### src/rtl/cnw_pkg.sv
package cnw_pkg;
  // index width for a storage of the given depth, never zero
  function automatic int unsigned cnw_aw(int unsigned depth);
    return (depth > 1) ? $clog2(depth) : 1;
  endfunction
endpackage

### src/rtl/cnw_fifo.sv
module cnw_fifo #(
  parameter int unsigned W     = 8,
  parameter int unsigned DEPTH = 4
) (
  input  logic         clk_i,
  input  logic         rst_ni,
  input  logic         push_i,
  input  logic [W-1:0] data_i,
  input  logic         pop_i,
  output logic [W-1:0] data_o,
  output logic         full_o,
  output logic         empty_o
);
  localparam int unsigned AW   = cnw_pkg::cnw_aw(DEPTH);
  localparam int unsigned CNTW = $clog2(DEPTH + 1);

  logic [W-1:0]    mem_q [DEPTH];
  logic [AW-1:0]   wr_q, rd_q;
  logic [CNTW-1:0] cnt_q;
  logic            do_push, do_pop;

  assign full_o  = (cnt_q == CNTW'(DEPTH));
  assign empty_o = (cnt_q == '0);
  assign do_push = push_i && !full_o;
  assign do_pop  = pop_i && !empty_o;
  assign data_o  = mem_q[rd_q];

  function automatic logic [AW-1:0] wrap_inc(logic [AW-1:0] p);
    return (p == AW'(DEPTH - 1)) ? '0 : p + 1'b1;
  endfunction

  always_ff @(posedge clk_i) begin
    if (do_push) mem_q[wr_q] <= data_i;
  end

  always_ff @(posedge clk_i or negedge rst_ni) begin
    if (!rst_ni) begin
      wr_q  <= '0;
      rd_q  <= '0;
      cnt_q <= '0;
    end else begin
      if (do_push) wr_q <= wrap_inc(wr_q);
      if (do_pop)  rd_q <= wrap_inc(rd_q);
      case ({do_push, do_pop})
        2'b10:   cnt_q <= cnt_q + 1'b1;
        2'b01:   cnt_q <= cnt_q - 1'b1;
        default: cnt_q <= cnt_q;
      endcase
    end
  end
endmodule

### src/rtl/cnw_tx_credit.sv
module cnw_tx_credit #(
  parameter int unsigned CW          = 5,
  parameter int unsigned INIT_CREDIT = 8
) (
  input  logic          clk_i,
  input  logic          rst_ni,
  input  logic          send_i,
  input  logic          crd_valid_i,
  input  logic [CW-1:0] crd_count_i,
  input  logic          load_i,
  input  logic [CW-1:0] load_val_i,
  input  logic [CW-1:0] max_i,
  output logic [CW-1:0] credit_o,
  output logic          ovf_o
);
  logic [CW-1:0] credit_q;
  logic [CW:0]   sum;
  logic          over;

  assign sum  = {1'b0, credit_q} + (crd_valid_i ? {1'b0, crd_count_i} : '0);
  assign over = crd_valid_i && (sum > {1'b0, max_i});
  assign credit_o = credit_q;

  always_ff @(posedge clk_i or negedge rst_ni) begin
    if (!rst_ni) begin
      credit_q <= CW'(INIT_CREDIT);
      ovf_o    <= 1'b0;
    end else begin
      if (load_i)     credit_q <= load_val_i;
      else if (over)  credit_q <= credit_q - CW'(send_i);
      else            credit_q <= sum[CW-1:0] - CW'(send_i);
      if (over) ovf_o <= 1'b1;
    end
  end
endmodule

### src/rtl/cnw_rx_credit.sv
module cnw_rx_credit #(
  parameter int unsigned CW = 5,
  parameter int unsigned TW = 8
) (
  input  logic          clk_i,
  input  logic          rst_ni,
  input  logic          pop_i,
  input  logic [CW-1:0] thresh_i,
  input  logic [TW-1:0] timeout_i,
  input  logic          msg_ready_i,
  output logic          msg_valid_o,
  output logic [CW-1:0] msg_count_o
);
  logic [CW-1:0] acc_q;
  logic [TW-1:0] tmr_q;
  logic          fire, launch;

  assign fire   = (acc_q != '0) && ((acc_q >= thresh_i) || (tmr_q == timeout_i));
  assign launch = fire && !msg_valid_o;

  always_ff @(posedge clk_i or negedge rst_ni) begin
    if (!rst_ni) begin
      acc_q       <= '0;
      tmr_q       <= '0;
      msg_valid_o <= 1'b0;
      msg_count_o <= '0;
    end else begin
      if (launch) begin
        msg_valid_o <= 1'b1;
        msg_count_o <= acc_q;
        acc_q       <= CW'(pop_i);
        tmr_q       <= '0;
      end else begin
        if (msg_valid_o && msg_ready_i) msg_valid_o <= 1'b0;
        acc_q <= acc_q + CW'(pop_i);
        if (acc_q == '0)            tmr_q <= '0;
        else if (tmr_q != timeout_i) tmr_q <= tmr_q + 1'b1;
      end
    end
  end
endmodule

### src/rtl/cnw_wrap.sv
module cnw_wrap #(
  parameter int unsigned DW          = 16,
  parameter int unsigned IN_DEPTH    = 8,
  parameter int unsigned OUT_DEPTH   = 8,
  parameter int unsigned CW          = 5,
  parameter int unsigned TW          = 8,
  parameter int unsigned INIT_CREDIT = 8
) (
  input  logic          clk_i,
  input  logic          rst_ni,
  input  logic          net_in_valid_i,
  input  logic [DW-1:0] net_in_data_i,
  output logic          net_in_ready_o,
  output logic          crd_out_valid_o,
  output logic [CW-1:0] crd_out_count_o,
  input  logic          crd_out_ready_i,
  output logic          core_in_valid_o,
  output logic [DW-1:0] core_in_data_o,
  input  logic          core_in_ready_i,
  input  logic          core_out_valid_i,
  input  logic [DW-1:0] core_out_data_i,
  output logic          core_out_ready_o,
  output logic          net_out_valid_o,
  output logic [DW-1:0] net_out_data_o,
  input  logic          net_out_ready_i,
  input  logic          crd_in_valid_i,
  input  logic [CW-1:0] crd_in_count_i,
  output logic          crd_in_ready_o,
  input  logic          cfg_load_i,
  input  logic [CW-1:0] cfg_init_credit_i,
  input  logic [CW-1:0] cfg_max_credit_i,
  input  logic [CW-1:0] cfg_thresh_i,
  input  logic [TW-1:0] cfg_timeout_i,
  output logic          err_crd_ovf_o,
  output logic          err_in_ovf_o
);
  logic          in_full, in_empty, out_full, out_empty;
  logic          in_pop, out_pop, core_go;
  logic [CW-1:0] credit_cnt;

  assign net_in_ready_o   = !in_full;
  assign core_out_ready_o = !out_full;
  assign crd_in_ready_o   = 1'b1;
  assign core_go          = (credit_cnt != '0) && !out_full;
  assign core_in_valid_o  = !in_empty && core_go;
  assign in_pop           = core_in_valid_o && core_in_ready_i;
  assign net_out_valid_o  = !out_empty && (credit_cnt != '0);
  assign out_pop          = net_out_valid_o && net_out_ready_i;

  cnw_fifo #(.W(DW), .DEPTH(IN_DEPTH)) u_in_fifo (
    .clk_i, .rst_ni,
    .push_i (net_in_valid_i), .data_i (net_in_data_i),
    .pop_i  (in_pop),         .data_o (core_in_data_o),
    .full_o (in_full),        .empty_o(in_empty)
  );

  cnw_fifo #(.W(DW), .DEPTH(OUT_DEPTH)) u_out_fifo (
    .clk_i, .rst_ni,
    .push_i (core_out_valid_i), .data_i (core_out_data_i),
    .pop_i  (out_pop),          .data_o (net_out_data_o),
    .full_o (out_full),         .empty_o(out_empty)
  );

  cnw_tx_credit #(.CW(CW), .INIT_CREDIT(INIT_CREDIT)) u_tx_credit (
    .clk_i, .rst_ni,
    .send_i      (out_pop),
    .crd_valid_i (crd_in_valid_i),
    .crd_count_i (crd_in_count_i),
    .load_i      (cfg_load_i),
    .load_val_i  (cfg_init_credit_i),
    .max_i       (cfg_max_credit_i),
    .credit_o    (credit_cnt),
    .ovf_o       (err_crd_ovf_o)
  );

  cnw_rx_credit #(.CW(CW), .TW(TW)) u_rx_credit (
    .clk_i, .rst_ni,
    .pop_i       (in_pop),
    .thresh_i    (cfg_thresh_i),
    .timeout_i   (cfg_timeout_i),
    .msg_ready_i (crd_out_ready_i),
    .msg_valid_o (crd_out_valid_o),
    .msg_count_o (crd_out_count_o)
  );

  always_ff @(posedge clk_i or negedge rst_ni) begin
    if (!rst_ni)                        err_in_ovf_o <= 1'b0;
    else if (net_in_valid_i && in_full) err_in_ovf_o <= 1'b1;
  end
endmodule

### config.mk
export PLATFORM = sky130hd
export DESIGN_NAME = cnw_wrap
export DESIGN_NICKNAME = d
export VERILOG_FILES = /design/src/rtl/cnw_pkg.sv /design/src/rtl/cnw_fifo.sv /design/src/rtl/cnw_tx_credit.sv /design/src/rtl/cnw_rx_credit.sv /design/src/rtl/cnw_wrap.sv
export SDC_FILE = /design/constraint.sdc
export NUM_CORES = 1
export LEC_CHECK = 0
export ABC_AREA = 0
export BUFFER_PORTS_ARGS = -buffer_cell sky130_fd_sc_hd__buf_2
export CAP_MARGIN = 20
export CORE_MARGIN = 5
export CORE_UTILIZATION = 40
export DETAILED_ROUTE_END_ITERATION = 7
export GPL_TIMING_DRIVEN = 0
export PLACE_DENSITY_LB_ADDON = 0.12
export SYNTH_ARGS = -nofsm -noshare
export SYNTH_HDL_FRONTEND = slang
export SYNTH_HIERARCHICAL = 1
export SYNTH_SLANG_ARGS = --single-unit
### constraint.sdc
create_clock -name clk_i -period 4.3 [get_ports clk_i]
set_input_delay 0.215 -clock clk_i [delete_from_list [all_inputs] [get_ports clk_i]]
set_output_delay 0.215 -clock clk_i [all_outputs]
set_load 0.005 [all_outputs]
* Yosys cells after proc, flatten, opt, wreduce, memory -nomap -nowiden
Memories as Yosys holds them, arrays and structs flattened.
Cells that the tools add are included.
** Word-level totals
- Output and inout port bits :: 45
- RAM bits :: 256
- Memories kept :: 2
- Register bits after elaboration :: 46
- Bits of input ports :: 69
- Word-level logic and storage cells :: 90
** Memories
- u_in_fifo.mem_q :: depth 8, bits a word 16, rd ports 1, clocked after memory_dff 0, write ports 1, line cnw_fifo.sv:17 : logic [W-1:0] mem_q [DEPTH];
- u_out_fifo.mem_q :: depth 8, bits a word 16, rd ports 1, clocked after memory_dff 0, write ports 1, line cnw_fifo.sv:17
** Operators by class
- $lt $le $gt $ge :: 2
- Add/sub/neg operators :: 13
- Muxes and demuxes :: 19
- Reduce and logical (&&, ||, !) cells :: 29
- Equal/unequal tests :: 12
** Operator list (count)
- 2-to-1 mux 8 bit :: 3
- 2-to-1 mux 5 bit :: 4
- case mux 4 bit (2 select lines) :: 2
- logical AND 1 bit :: 14
- adder 3 x 1 -> 3 bit, second input constant :: 4
- == test 3 bit, second input constant :: 4
- 2-to-1 mux 3 bit :: 4
- nonzero test 5 bit :: 2
- subtractor 5 x 1 -> 5 bit :: 2
- adder 4 x 1 -> 4 bit, second input constant :: 2
- adder 8 x 1 -> 8 bit, second input constant :: 1
- == test 4 bit, second input constant :: 2
- == test 8 bit :: 1
- logical NOT 4 bit :: 2
- inequality test 8 bit :: 1
- subtractor 4 x 1 -> 4 bit, second input constant :: 2
- adder 5 x 6 -> 6 bit :: 1
- greater-than comparator 6 x 5 -> 1 bit :: 1
- 2-to-1 mux 1 bit :: 6
- nonzero test 2 bit :: 3
- adder 5 x 1 -> 5 bit :: 1
- >= comparator 5 bit :: 1
- logical NOT 1 bit :: 5
- logical NOT 5 bit :: 1
- other kinds (4) :: 6

* Logic depth before layout (Yosys ltp)
Gate-level depths: netlist of the first run.
- Depth after elaboration :: 8
- Gate-level depth with buffers :: 20
- Mapped depth without buffers :: 19

* Hierarchy
The synthesis of the first run kept the hierarchy.
** Modules (own cells, without submodules)
- cnw_fifo (u_in_fifo) :: area each 5616.6 µm², sequential area each 4093.9 µm², cells an instance 256, times used 1
- cnw_fifo (u_out_fifo) :: area each 5604.1 µm², sequential area each 4093.9 µm², cells an instance 254, times used 1
- cnw_rx_credit :: area each 1149.9 µm², sequential area each 475.5 µm², cells an instance 111, times used 1
- cnw_tx_credit :: area each 779.5 µm², sequential area each 151.4 µm², cells an instance 96, times used 1
- cnw_wrap :: area each 105.1 µm², sequential area each 25.0 µm², cells an instance 14, times used 1

* Worst setup path after synthesis of the first run
OpenSTA, ideal clock, no wires.
- Kind :: input to register
- From :: input port crd_in_valid_i
- To :: register u_tx_credit.credit_q[2], in the netlist u_tx_credit/credit_o[2]
- Path slack :: 458 ps
- Data required time :: 4210 ps
- Setup time :: 90 ps
- Buffers on the path :: 1
- Data arrival time :: 3752 ps
- Stages :: 18
- Path through :: buf_2 and2_1 ha_1 inv_1 fa_1 nand2b_1 nand2b_1 a21oi_1 xnor2_1 ha_1 nand2_1 or3_1 a31oi_4 mux2i_1 ha_1 ha_1 or4b_1 o2111ai_1
** On the way
- Cells in the longest elaborated chain, start to end :: 6
- Elaborated cells on any way between the ends :: 7
- Classes of those cells :: add/sub: 2; order compare: 1; mux: 3; reduce/logical: 1
** RTL lines
- start: declaration :: line cnw_wrap.sv:26 : input logic crd_in_valid_i,
- 2-to-1 mux 5 bit :: line cnw_tx_credit.sv:20 : assign sum = {1'b0, credit_q} + (crd_valid_i ? {1'b0, crd_count_i} : '0);
- adder 5 x 6 -> 6 bit :: line cnw_tx_credit.sv:20
- greater-than comparator 6 x 5 -> 1 bit :: line cnw_tx_credit.sv:21 : assign over = crd_valid_i && (sum > {1'b0, max_i});
- logical AND 1 bit :: line cnw_tx_credit.sv:21
- 2-to-1 mux 5 bit * :: line cnw_tx_credit.sv:30 : else if (over) credit_q <= credit_q - CW'(send_i);
- 2-to-1 mux 5 bit * :: line cnw_tx_credit.sv:29 : if (load_i) credit_q <= load_val_i;
- end signal: assignment :: line cnw_tx_credit.sv:29
- end signal: assignment :: line cnw_tx_credit.sv:30
- end signal: assignment :: line cnw_tx_credit.sv:31 : else credit_q <= sum[CW-1:0] - CW'(send_i);
- end: declaration :: line cnw_tx_credit.sv:16 : logic [CW-1:0] credit_q;
Every way passes the cells marked *; elsewhere a longest branch is shown, timed or not.
A chain may end at the register's enable or synchronous reset.

* Worst setup path after layout of the first run
- From :: register u_tx_credit.credit_q[0], in the netlist u_tx_credit/credit_o[0]
- To :: register u_tx_credit.credit_q[2], in the netlist u_tx_credit/credit_o[2]
** On the way
- Cells in the longest elaborated chain, start to end :: 6
- Elaborated cells on any way between the ends :: 10
- Classes of those cells :: add/sub: 3; order compare: 1; mux: 2; reduce/logical: 4
** RTL lines
- start signal: assignment :: line cnw_tx_credit.sv:26 : credit_q <= CW'(INIT_CREDIT);
- start signal: assignment :: line cnw_tx_credit.sv:29
- start signal: assignment :: line cnw_tx_credit.sv:30
- parallel branches: the longest is 4 deep, another holds adder 5 x 6 -> 6 bit
- 2-to-1 mux 5 bit * :: line cnw_tx_credit.sv:30
- 2-to-1 mux 5 bit * :: line cnw_tx_credit.sv:29
Every way passes the cells marked *.

==> results.json, run 1 <==
{
  "layout_common_cells": "edfxtp_1, buf_2, mux4_1",
  "drt-initial-drc-count": 316,
  "synth_largest_area_cell": "edfxtp_1",
  "start_util": 0.406,
  "dp_cells": 1306,
  "synth_top_flop_cell": "edfxtp_1",
  "max-slew-margin-rel": 0.316,
  "setup.worst_path.class": "reg2reg",
  "mostFrequentLayoutCell": "edfxtp_1",
  "syn_nets": 837,
  "crit_required_ns": 4.72,
  "dieWidth_um": 192,
  "final_core_util": 0.498,
  "gp_congestion": 0.774,
  "synthArstFlopShare": 0.152,
  "rsz0062_at_grt": "false",
  "hp-class": "in2reg",
  "core.rowCount": 66,
  "fmax_mhz": 251,
  "drive_above_1_share": 0.305,
  "clockBufferDepth": 3,
  "numClockSinks": 302,
  "min_period_ns": 3.98,
  "grt_antenna_before_repair": 1,
  "area_delta_synth_final_pct": 22.6,
  "cp-start-kind": "register",
  "clkTransAtPathRegs_ns": 0.06,
  "min_period_over_period": 0.925,
  "cts_root_buf": "clkbuf_16",
  "postRouteAntennaNets": 0,
  "ios": 114,
  "yosys.area.top_type_share": 0.580,
  "final_cells": 1411,
  "yosysSeqAreaShare": 0.667,
  "h-tree-depth": 2,
  "via_count": 7265,
  "cts_resized": 0,
  "setup_violations": 0,
  "post_synth.cell_area_avg_um2": 18.1,
  "cts_buffers": 34,
  "core_region_area_um2": 32600,
  "ys_ff_latch": 302,
  "max-cap-violations": 0,
  "cts_tree": "built",
  "cp-end-kind": "register",
  "drc": 0,
  "fin_nets": 1049,
  "antenna_cells": 0,
  "clk_latency_ns": 0.51,
  "peakVddDrop_mv": 0.309,
  "hold_viol_final": 0,
  "grt_pass1_wl_um": 42900,
  "power.density_nw_per_um2": 655,
  "slew_viol_final": 0,
  "crit_arrival_ns": 4.40,
  "syn_inst": 731,
  "die_h_um": 192,
  "crit_fanout": 6,
  "dp_hpwl_um": 18700,
  "skew_ns": 0.0238,
  "synthTopCellsByArea": "edfxtp_1, mux4_1, dfrtp_1, mux2_2, ha_1",
  "power_mw": 10.6,
  "synth_cell_types": 60,
  "drt-wirelength-per-cell_um": 19.6,
  "grt_overflow": 0,
  "dr.pass1.iters": 4,
  "grt_max_degree": 47,
  "first_global_vias": 7709,
  "portBuffers": 111,
  "die_area_um2": 36900,
  "ys_warn_count": 6,
  "tns_ns": 0,
  "routed_wl_um": 27700,
  "synth-edff-count": 256,
  "grtUsageTotal": 0.151,
  "whs_ns": 0.112,
  "status": "finished, final reports clean",
  "worst_pin_slew_ns": 1.02,
  "p_leak_nw": 6.02,
  "vias_per_cell": 5.15,
  "synth_area_um2": 13300
}
metal layers:
layer	GRT usage	share of wire
met5	0	0.00047
met2	0.247	0.48
met3	0.0282	0.043
met4	0.0357	0.015
met1	0.211	0.47
path summary, 6_finish.rpt:
check	to	depth (start not counted)	slack (ns)	start
worst max-delay path	u_tx_credit/credit_o[2]	16	0.32	u_tx_credit/credit_o[0]
worst min-delay path	u_tx_credit/credit_o[4]	3	0.11	cfg_load_i
worst max register to register	u_tx_credit/credit_o[2]	16	0.32	u_tx_credit/credit_o[0]
worst min register to register	u_tx_credit/ovf_o	1	0.47	u_tx_credit/ovf_o
max in group asynchronous	u_tx_credit/credit_o[3]	3	3.53	rst_ni
min in group asynchronous	u_in_fifo/rd_q[1]	2	0.19	rst_ni
cell usage after synthesis (all sizes together) (6+ instances only):
cell and n:
nand2b 11, nand3 21, dfrtp 45, nor3b 7
ha 34, edfxtp 256, nand2 23, a21oi 16
nor4 7, and2 9, mux2 49, xor2 13
buf 19, nor2 14, inv 33, a31oi 7
nand3b 6, mux4 64, nor3 14, xnor2 9
o21ai 14, clkbuf 12
state kept, by name, indices dropped and copies added, names as in the netlist, 3 cells and up:
register and cells:
u_in_fifo/cnt_q 4, u_in_fifo/mem_q 128, u_in_fifo/rd_q 3, u_in_fifo/wr_q 3
u_out_fifo/cnt_q 4, u_out_fifo/mem_q 128, u_out_fifo/rd_q 3, u_out_fifo/wr_q 3
u_rx_credit/acc_q 5, u_rx_credit/msg_count_o 5, u_rx_credit/tmr_q 8, u_tx_credit/credit_o 5
cells by family after synthesis:
logic type      synth area share
compound gates            0.0333
xor+xnor                  0.0145
fa+ha+maj                 0.0366
buf+inv                   0.0243
flops                      0.667
mux                        0.168
other cells             0.000283
simple gates              0.0563
what timing repair did:
action / 4_1_cts / 5_1_grt
hold buffers: 40 / 0
setup buffers: 0 / 2
setup endpoints to repair: 0 / 2
endpoints found under the hold margin: 308 / 0
per-stage QoR:
stage,worst slack [ns],instance area [um^2]
3_3_place_gp,-0.242,14400
2_1_floorplan,0.458,13300
6_report,0.323,16300
5_1_grt,0.0373,16300
3_5_place_dp,0.0110,14700
4_1_cts,0.135,16200
worst max-delay path, stage by stage (launching register included):
cell and delay [ns]:
dfrtp_1 0.37, ha_1 0.21, inv_1 0.07, fa_1 0.44, nand2b_1 0.20, nand2b_1 0.08, a21oi_1 0.08, xnor2_1 0.18
ha_1 0.31, nand2_1 0.07, or3_1 0.36, a31oi_4 0.25, mux2i_1 0.11, ha_1 0.23, ha_1 0.28, or4b_1 0.53
o2111ai_1 0.12
power by group:
part	switching, mW	internal [mW]	total (mW)
registers	0.309	3.76	4.07
clock network	1.11	1.68	2.79
logic	1.89	1.89	3.78
area by class of cell:
| cell class | count | area, um^2 |
|---|---|---|
| Inverter | 33 | 124 |
| Clock inverter | 12 | 130 |
| Multi-Input combinational cell | 365 | 4160 |
| Sequential cell | 302 | 8840 |
| Buffer | 31 | 198 |
| Timing Repair Buffer | 176 | 1280 |
| Tap cell | 442 | 553 |
| Clock buffer | 50 | 962 |
| Fill cell | 2727 | 16400 |
No activity file was read; power rests on OpenSTA's default activity.
==> inputs of run 2 (changes only) <==
CORE_UTILIZATION = 55   (was 40)
==> run 2 against run 1 <==
Effect of this change: non-clock buffer count is 3 lower; clock-buffer cell count down 13; combinational power is 2% lower; highest routed layer is now met4; flip-flop and latch count is the same; wire length down 5.7%.
==> results.json, run 2 (same netlist as run 1, synthesis figures left out) <==
{
  "vias_per_cell": 5.64,
  "gp_congestion": 0.800,
  "max-cap-violations": 0,
  "core_region_area_um2": 23600,
  "drive_above_1_share": 0.303,
  "ff2ff_setup_slack_ns": 0.24,
  "p_leak_nw": 5.99,
  "die_area_um2": 27300,
  "stdcell_area_um2": 16000,
  "path_delay_family": "adder cells",
  "antenna_cells": 0,
  "area_delta_synth_final_pct": 20.8,
  "first_global_vias": 7805,
  "grt_pass1_wl_um": 41800,
  "numClockSinks": 302,
  "post-place-ws_ns": -0.00447,
  "rsz0062_at_grt": "false",
  "cpMaxStageDelayCell": "fa_1",
  "fmax_mhz": 247,
  "max-slew-margin-rel": 0.329,
  "crit_required_ns": 4.70,
  "worst_pin_slew_ns": 1.00,
  "h-tree-depth": 1,
  "cp-end-kind": "register",
  "grt.busiest_layer": "met2",
  "skew_ns": 0.0130,
  "min_from": "cfg_load_i",
  "r2r-start": "u_tx_credit/credit_o[0]",
  "layout_common_cells": "edfxtp_1, buf_2, mux4_1",
  "cpMostUsedCell": "ha_1",
  "grt_overflow": 0,
  "hp-class": "in2reg",
  "cp-start-kind": "register",
  "use_met1": 0.277,
  "cts_root_buf": "clkbuf_16",
  "slew_viol_final": 0,
  "cts_resized": 0,
  "placed_cell_area_um2": 14500,
  "grtUsageTotal": 0.199,
  "die_h_um": 165,
  "setup_violations": 0,
  "routed_wl_um": 26100,
  "fin_nets": 1043,
  "dieWidth_um": 165,
  "min_period_ns": 4.06,
  "clk_latency_ns": 0.54,
  "mostFrequentLayoutCell": "edfxtp_1",
  "drt-initial-drc-count": 397,
  "path_cells": "ha_1 > inv_1 > fa_1 > nand2b_1 > nand2b_1 > a21oi_1 > xnor2_1 > ha_1 > nand2_1 > or3_1 > a31oi_4 > mux2i_1 > ha_1 > ha_1 > nand2_1 > xnor2_1 > nor3_1 > a221oi_2",
  "holdPathStages": 3,
  "hold_path_end": "u_tx_credit/credit_o[4]",
  "ff2ff_path_depth": 18,
  "via_count": 7205,
  "grt_antenna_before_repair": 0,
  "start_util": 0.561,
  "hold_viol_final": 0,
  "min_period_over_period": 0.943,
  "ios": 114,
  "setup.worst_path.class": "reg2reg",
  "core.rowCount": 56,
  "peakVddDrop_mv": 0.425,
  "grt_max_degree": 47,
  "use_met3": 0.0298,
  "clockBufferDepth": 3,
  "cts_tree": "built",
  "met2_usage": 0.342,
  "power.density_nw_per_um2": 662,
  "path_buf_inv": 1,
  "worst_path_largest_cell_delay_ns": 0.44,
  "drt-wirelength-per-cell_um": 20.4,
  "clkTransAtPathRegs_ns": 0.05,
  "top_regs": "u_in_fifo/mem_q: 128 flops, u_out_fifo/mem_q: 128 flops, u_rx_credit/tmr_q: 8 flops",
  "dp_hpwl_um": 17600,
  "postRouteAntennaNets": 0,
  "r2r-end": "u_tx_credit/credit_o[4]",
  "portBuffers": 111,
  "status": "finished, final reports clean",
  "crit_fanout": 6,
  "tns_ns": 0,
  "crit_arrival_ns": 4.45,
  "cts_buffers": 31,
  "drc": 0,
  "dr.pass1.iters": 5,
  "setup_slack_ns": 0.245
}
==> run 2: changes by cell type in the layout (fill, tap and decap cells not counted), sizes merged <==
cell      previous run  this run
clkinvlp             1         0
clkinv               9         8
buf                155       152
clkbuf              62        49
bufinv               2         8
inv                 33        35
==> run 2: layer usage <==
layer | part of all wire | vias to the layer above
met3 | 0.058 | 20
met5 | 0 | -
met4 | 0.0093 | 0
met1 | 0.43 | 3637
li1 | - | 3351
met2 | 0.50 | 197
==> run 2: what timing repair did <==
action                                  4_1_cts  5_1_grt
setup buffers                                 0        1
endpoints found under the setup margin        0        2
hold endpoints to repair                    308        0
hold buffers                                 40        0
==> run 2: worst max-delay path by stage <==
stage | startpoint | endpoint | slack, ns | cells after the start
after floorplan | crd_in_valid_i | u_tx_credit/credit_o[2] | 0.46 | 18
after global placement | u_in_fifo/cnt_q[3] | u_in_fifo/mem_q[0][3] | -0.09 | 3
after detailed placement | crd_in_valid_i | u_tx_credit/credit_o[2] | -0.004 | 18
after CTS | u_tx_credit/credit_o[0] | u_tx_credit/credit_o[2] | 0.12 | 16
after global routing | u_tx_credit/credit_o[0] | u_tx_credit/credit_o[4] | 0.05 | 18
final | u_tx_credit/credit_o[0] | u_tx_credit/credit_o[4] | 0.24 | 18
==> run 2: metrics by stage <==
stage	total power [mW]	util	hold slack (ns)	instances
after floorplan	6.56	-	-0.0806	731
after global placement	7.55	0.602	0.401	1161
after detailed placement	7.82	0.614	0.404	1181
after CTS	10.7	0.677	0.0395	1276
after global routing	11.2	0.678	0.0496	1278
final	10.6	0.678	0.0641	1278
==> run 2: report_power, final <==
| group | switching, mW | total (mW) | internal [mW] |
|---|---|---|---|
| clock | 1.03 | 2.83 | 1.79 |
| sequential | 0.312 | 4.08 | 3.76 |
| combinational | 1.84 | 3.70 | 1.86 |
==> run 2: worst register-to-register path, stage by stage (launching register included) <==
cell	delay (ns)
dfrtp_1	0.41
ha_1	0.22
inv_1	0.07
fa_1	0.44
nand2b_1	0.21
nand2b_1	0.09
a21oi_1	0.07
xnor2_1	0.17
ha_1	0.32
nand2_1	0.07
or3_1	0.36
a31oi_4	0.25
mux2i_1	0.25
ha_1	0.23
ha_1	0.27
nand2_1	0.09
xnor2_1	0.14
nor3_1	0.20
a221oi_2	0.06
==> run 2: cell type report <==
class | count | area [um^2]
Sequential cell | 302 | 8840
Clock inverter | 18 | 292
Fill cell | 1597 | 7600
Buffer | 31 | 198
Inverter | 33 | 124
Timing Repair Buffer | 173 | 1200
Tap cell | 319 | 399
Clock buffer | 37 | 798
Multi-Input combinational cell | 365 | 4160
==> inputs of run 3 (changes only) <==
ABC_AREA = 1   (was 0)
==> run 3 against run 2 <==
Effect of this change: die area grew 7.7%; sequential share of layout area down 3.6 points; clock-buffer cell count is 5 higher; area after synthesis grew 8.2%; sequential power is 2% lower; critical path type unchanged; combinational power rose by 25%; cell area grew 7.0%; wire length increased by 23%; fmax up 7.3%; largest power group is now combinational cells; core utilization fell by 1.7 points; hold slack worse by 0.053 ns; critical path depth increased by 2.
==> results.json, run 3 <==
{
  "status": "finished, final reports clean",
  "dp_cells": 2041,
  "grt_overflow": 0,
  "drt-wirelength-per-cell_um": 15.0,
  "start_util": 0.554,
  "skew_ns": 0.0187,
  "cts_tree": "built",
  "crit_fanout": 8,
  "vias_per_cell": 4.84,
  "ys_ff_latch": 302,
  "dp_hpwl_um": 21900,
  "grtUsageTotal": 0.222,
  "drive_above_1_share": 0.139,
  "grt_antenna_before_repair": 0,
  "crit_arrival_ns": 4.22,
  "via_count": 10391,
  "clk_latency_ns": 0.52,
  "min_period_ns": 3.78,
  "ff2ff_setup_slack_ns": 0.52,
  "portBuffers": 111,
  "clkTransAtPathRegs_ns": 0.05,
  "mostFrequentLayoutCell": "nand2_1",
  "num-fill-cells": 2048,
  "area_delta_synth_final_pct": 19.4,
  "drt-initial-drc-count": 777,
  "drc": 0,
  "placed_cell_area_um2": 15600,
  "cp-endpoint": "u_tx_credit/credit_o[1]",
  "grt.busiest_layer": "met2",
  "grt_pass1_wl_um": 51000,
  "yosys.area.top_type_share": 0.536,
  "synth_largest_area_cell": "edfxtp_1",
  "met2_usage": 0.398,
  "postRouteAntennaNets": 0,
  "top_regs": "u_in_fifo/mem_q: 128 flops, u_out_fifo/mem_q: 128 flops, u_rx_credit/tmr_q: 8 flops",
  "synth.most_common_cell": "nand2_1",
  "worst_pin_slew_ns": 0.988,
  "antenna_cells": 0,
  "clockBufferDepth": 3,
  "gp_congestion": 0.826,
  "cts_buffers": 34,
  "max-cap-violations": 0,
  "cts_root_buf": "clkbuf_16",
  "ys_top_cells_by_count": "nand2_1, nor2_1, edfxtp_1",
  "synth_area_um2": 14300,
  "yosysSeqAreaShare": 0.616,
  "ios": 114,
  "ff2ff_path_depth": 20,
  "ctsHoldBuffers": 42,
  "use_met1": 0.279,
  "dr.pass1.iters": 5,
  "fmax_mhz": 265,
  "h-tree-depth": 2,
  "synth-edff-count": 256,
  "routed_wl_um": 32100,
  "final_cells": 2145,
  "post_synth.cell_area_avg_um2": 9.10,
  "peakVddDrop_mv": 0.483,
  "cp-end-kind": "register",
  "synthArstFlopShare": 0.152,
  "rsz0062_at_grt": "false",
  "synth_top_flop_cell": "edfxtp_1",
  "synthTopCellsByArea": "edfxtp_1, nand2_1, dfrtp_1, nor2_1, inv_1",
  "grt_max_degree": 47,
  "stdcell_area_um2": 17100,
  "r2r-start": "u_tx_credit/credit_o[2]",
  "fin_nets": 1891,
  "r2r-end": "u_tx_credit/credit_o[1]",
  "setup.worst_path.class": "reg2reg",
  "dieWidth_um": 172,
  "cp-startpoint": "u_tx_credit/credit_o[2]",
  "synth_cell_types": 35,
  "slew_viol_final": 0,
  "numClockSinks": 302,
  "ys_warn_count": 6,
  "die_area_um2": 29400,
  "max-slew-margin-rel": 0.338,
  "use_met3": 0.0299,
  "cp-start-kind": "register",
  "crit_required_ns": 4.74,
  "syn_nets": 1683,
  "power_mw": 11.3,
  "syn_inst": 1577,
  "core.rowCount": 59,
  "cts_resized": 0,
  "die_h_um": 172,
  "min_period_over_period": 0.879,
  "power.density_nw_per_um2": 662,
  "first_global_vias": 10096,
  "cts_setup_buffers": 0,
  "p_leak_nw": 8.05,
  "core_region_area_um2": 25900,
  "hp-class": "in2reg",
  "setup_violations": 0,
  "tns_ns": 0,
  "hold_viol_final": 0,
  "layout_common_cells": "nand2_1, nor2_1, edfxtp_1"
}
run 3: where the power goes:
group          internal, mW  total, mW  switching (mW)
Combinational          1.62       4.61            2.99
Sequential             3.73       3.98           0.250
Clock                  1.65       2.75            1.11
Total                  6.99       11.3            4.35
run 3: critical path, cell delays in order, from the launching register on:
cell and delay [ns]:
dfrtp_1 0.40, ha_1 0.36, nand2_1 0.10, o21ai_0 0.19, xor2_1 0.24, inv_1 0.07, ha_1 0.29, nand2_1 0.06
inv_2 0.05, nand2_1 0.04, nand2_1 0.05, nand2_1 0.04, nand2_1 0.05, nand2_1 0.06, nand2_2 0.10, nand2_4 0.10
o21ai_0 0.26, ha_1 0.25, ha_1 0.25, o21ai_0 0.17, dlygate4sd3_1 0.58
run 3: worst min-delay path by stage:
stage	startpoint	slack, ns	cells past startpoint	endpoint
2_1_floorplan	rst_ni	-0.08	0	err_in_ovf_o
3_3_place_gp	crd_out_ready_i	0.40	2	u_rx_credit/msg_valid_o
3_5_place_dp	crd_out_ready_i	0.40	2	u_rx_credit/msg_valid_o
4_1_cts	net_in_data_i[15]	0.002	1	u_in_fifo/mem_q[2][15]
5_1_grt	net_in_data_i[6]	0.009	1	u_in_fifo/mem_q[6][6]
6_report	net_in_data_i[15]	0.01	1	u_in_fifo/mem_q[2][15]
run 3: layout make-up:
class,count,area [um^2],share of cell area
repair buffers,172,1210,0.0706
clock buffers,42,922,0.0538
inverters,223,837,0.0489
clock inverters,19,150,0.00876
plain buffers,54,290,0.0169
multi-input cells,998,4460,0.260
flip-flops and latches,302,8840,0.516
well taps,335,419,0.0245
run 3: through the flow:
stage | setup slack [ns] | util | hold slack [ns]
2_1_floorplan | 1.29 | - | -0.0806
5_1_grt | 0.218 | 0.661 | 0.00863
3_3_place_gp | 0.737 | 0.591 | 0.397
6_report | 0.520 | 0.661 | 0.0109
3_5_place_dp | 0.956 | 0.603 | 0.404
4_1_cts | 0.630 | 0.660 | 0.00188
run 3: kinds of logic (layout without fill, tap and decap cells):
| kind of cell | Yosys count | in the layout | share of synthesized area |
|---|---|---|---|
| other | 1 | 1 | 0.000261 |
| DFF | 302 | 302 | 0.616 |
| AOI/OAI and AO/OA | 36 | 36 | 0.0145 |
| buffers and inverters | 277 | 510 | 0.0786 |
| and+or+nand+nor | 910 | 910 | 0.248 |
| adders and majority gates | 37 | 37 | 0.0338 |
| xor gates and xnor gates | 14 | 14 | 0.00855 |
run 3: per-layer routing:
metal	routed length (um)	part of all wire
met1	13200	0.41
met4	838	0.026
met3	1710	0.053
met2	16400	0.51
met5	0	0
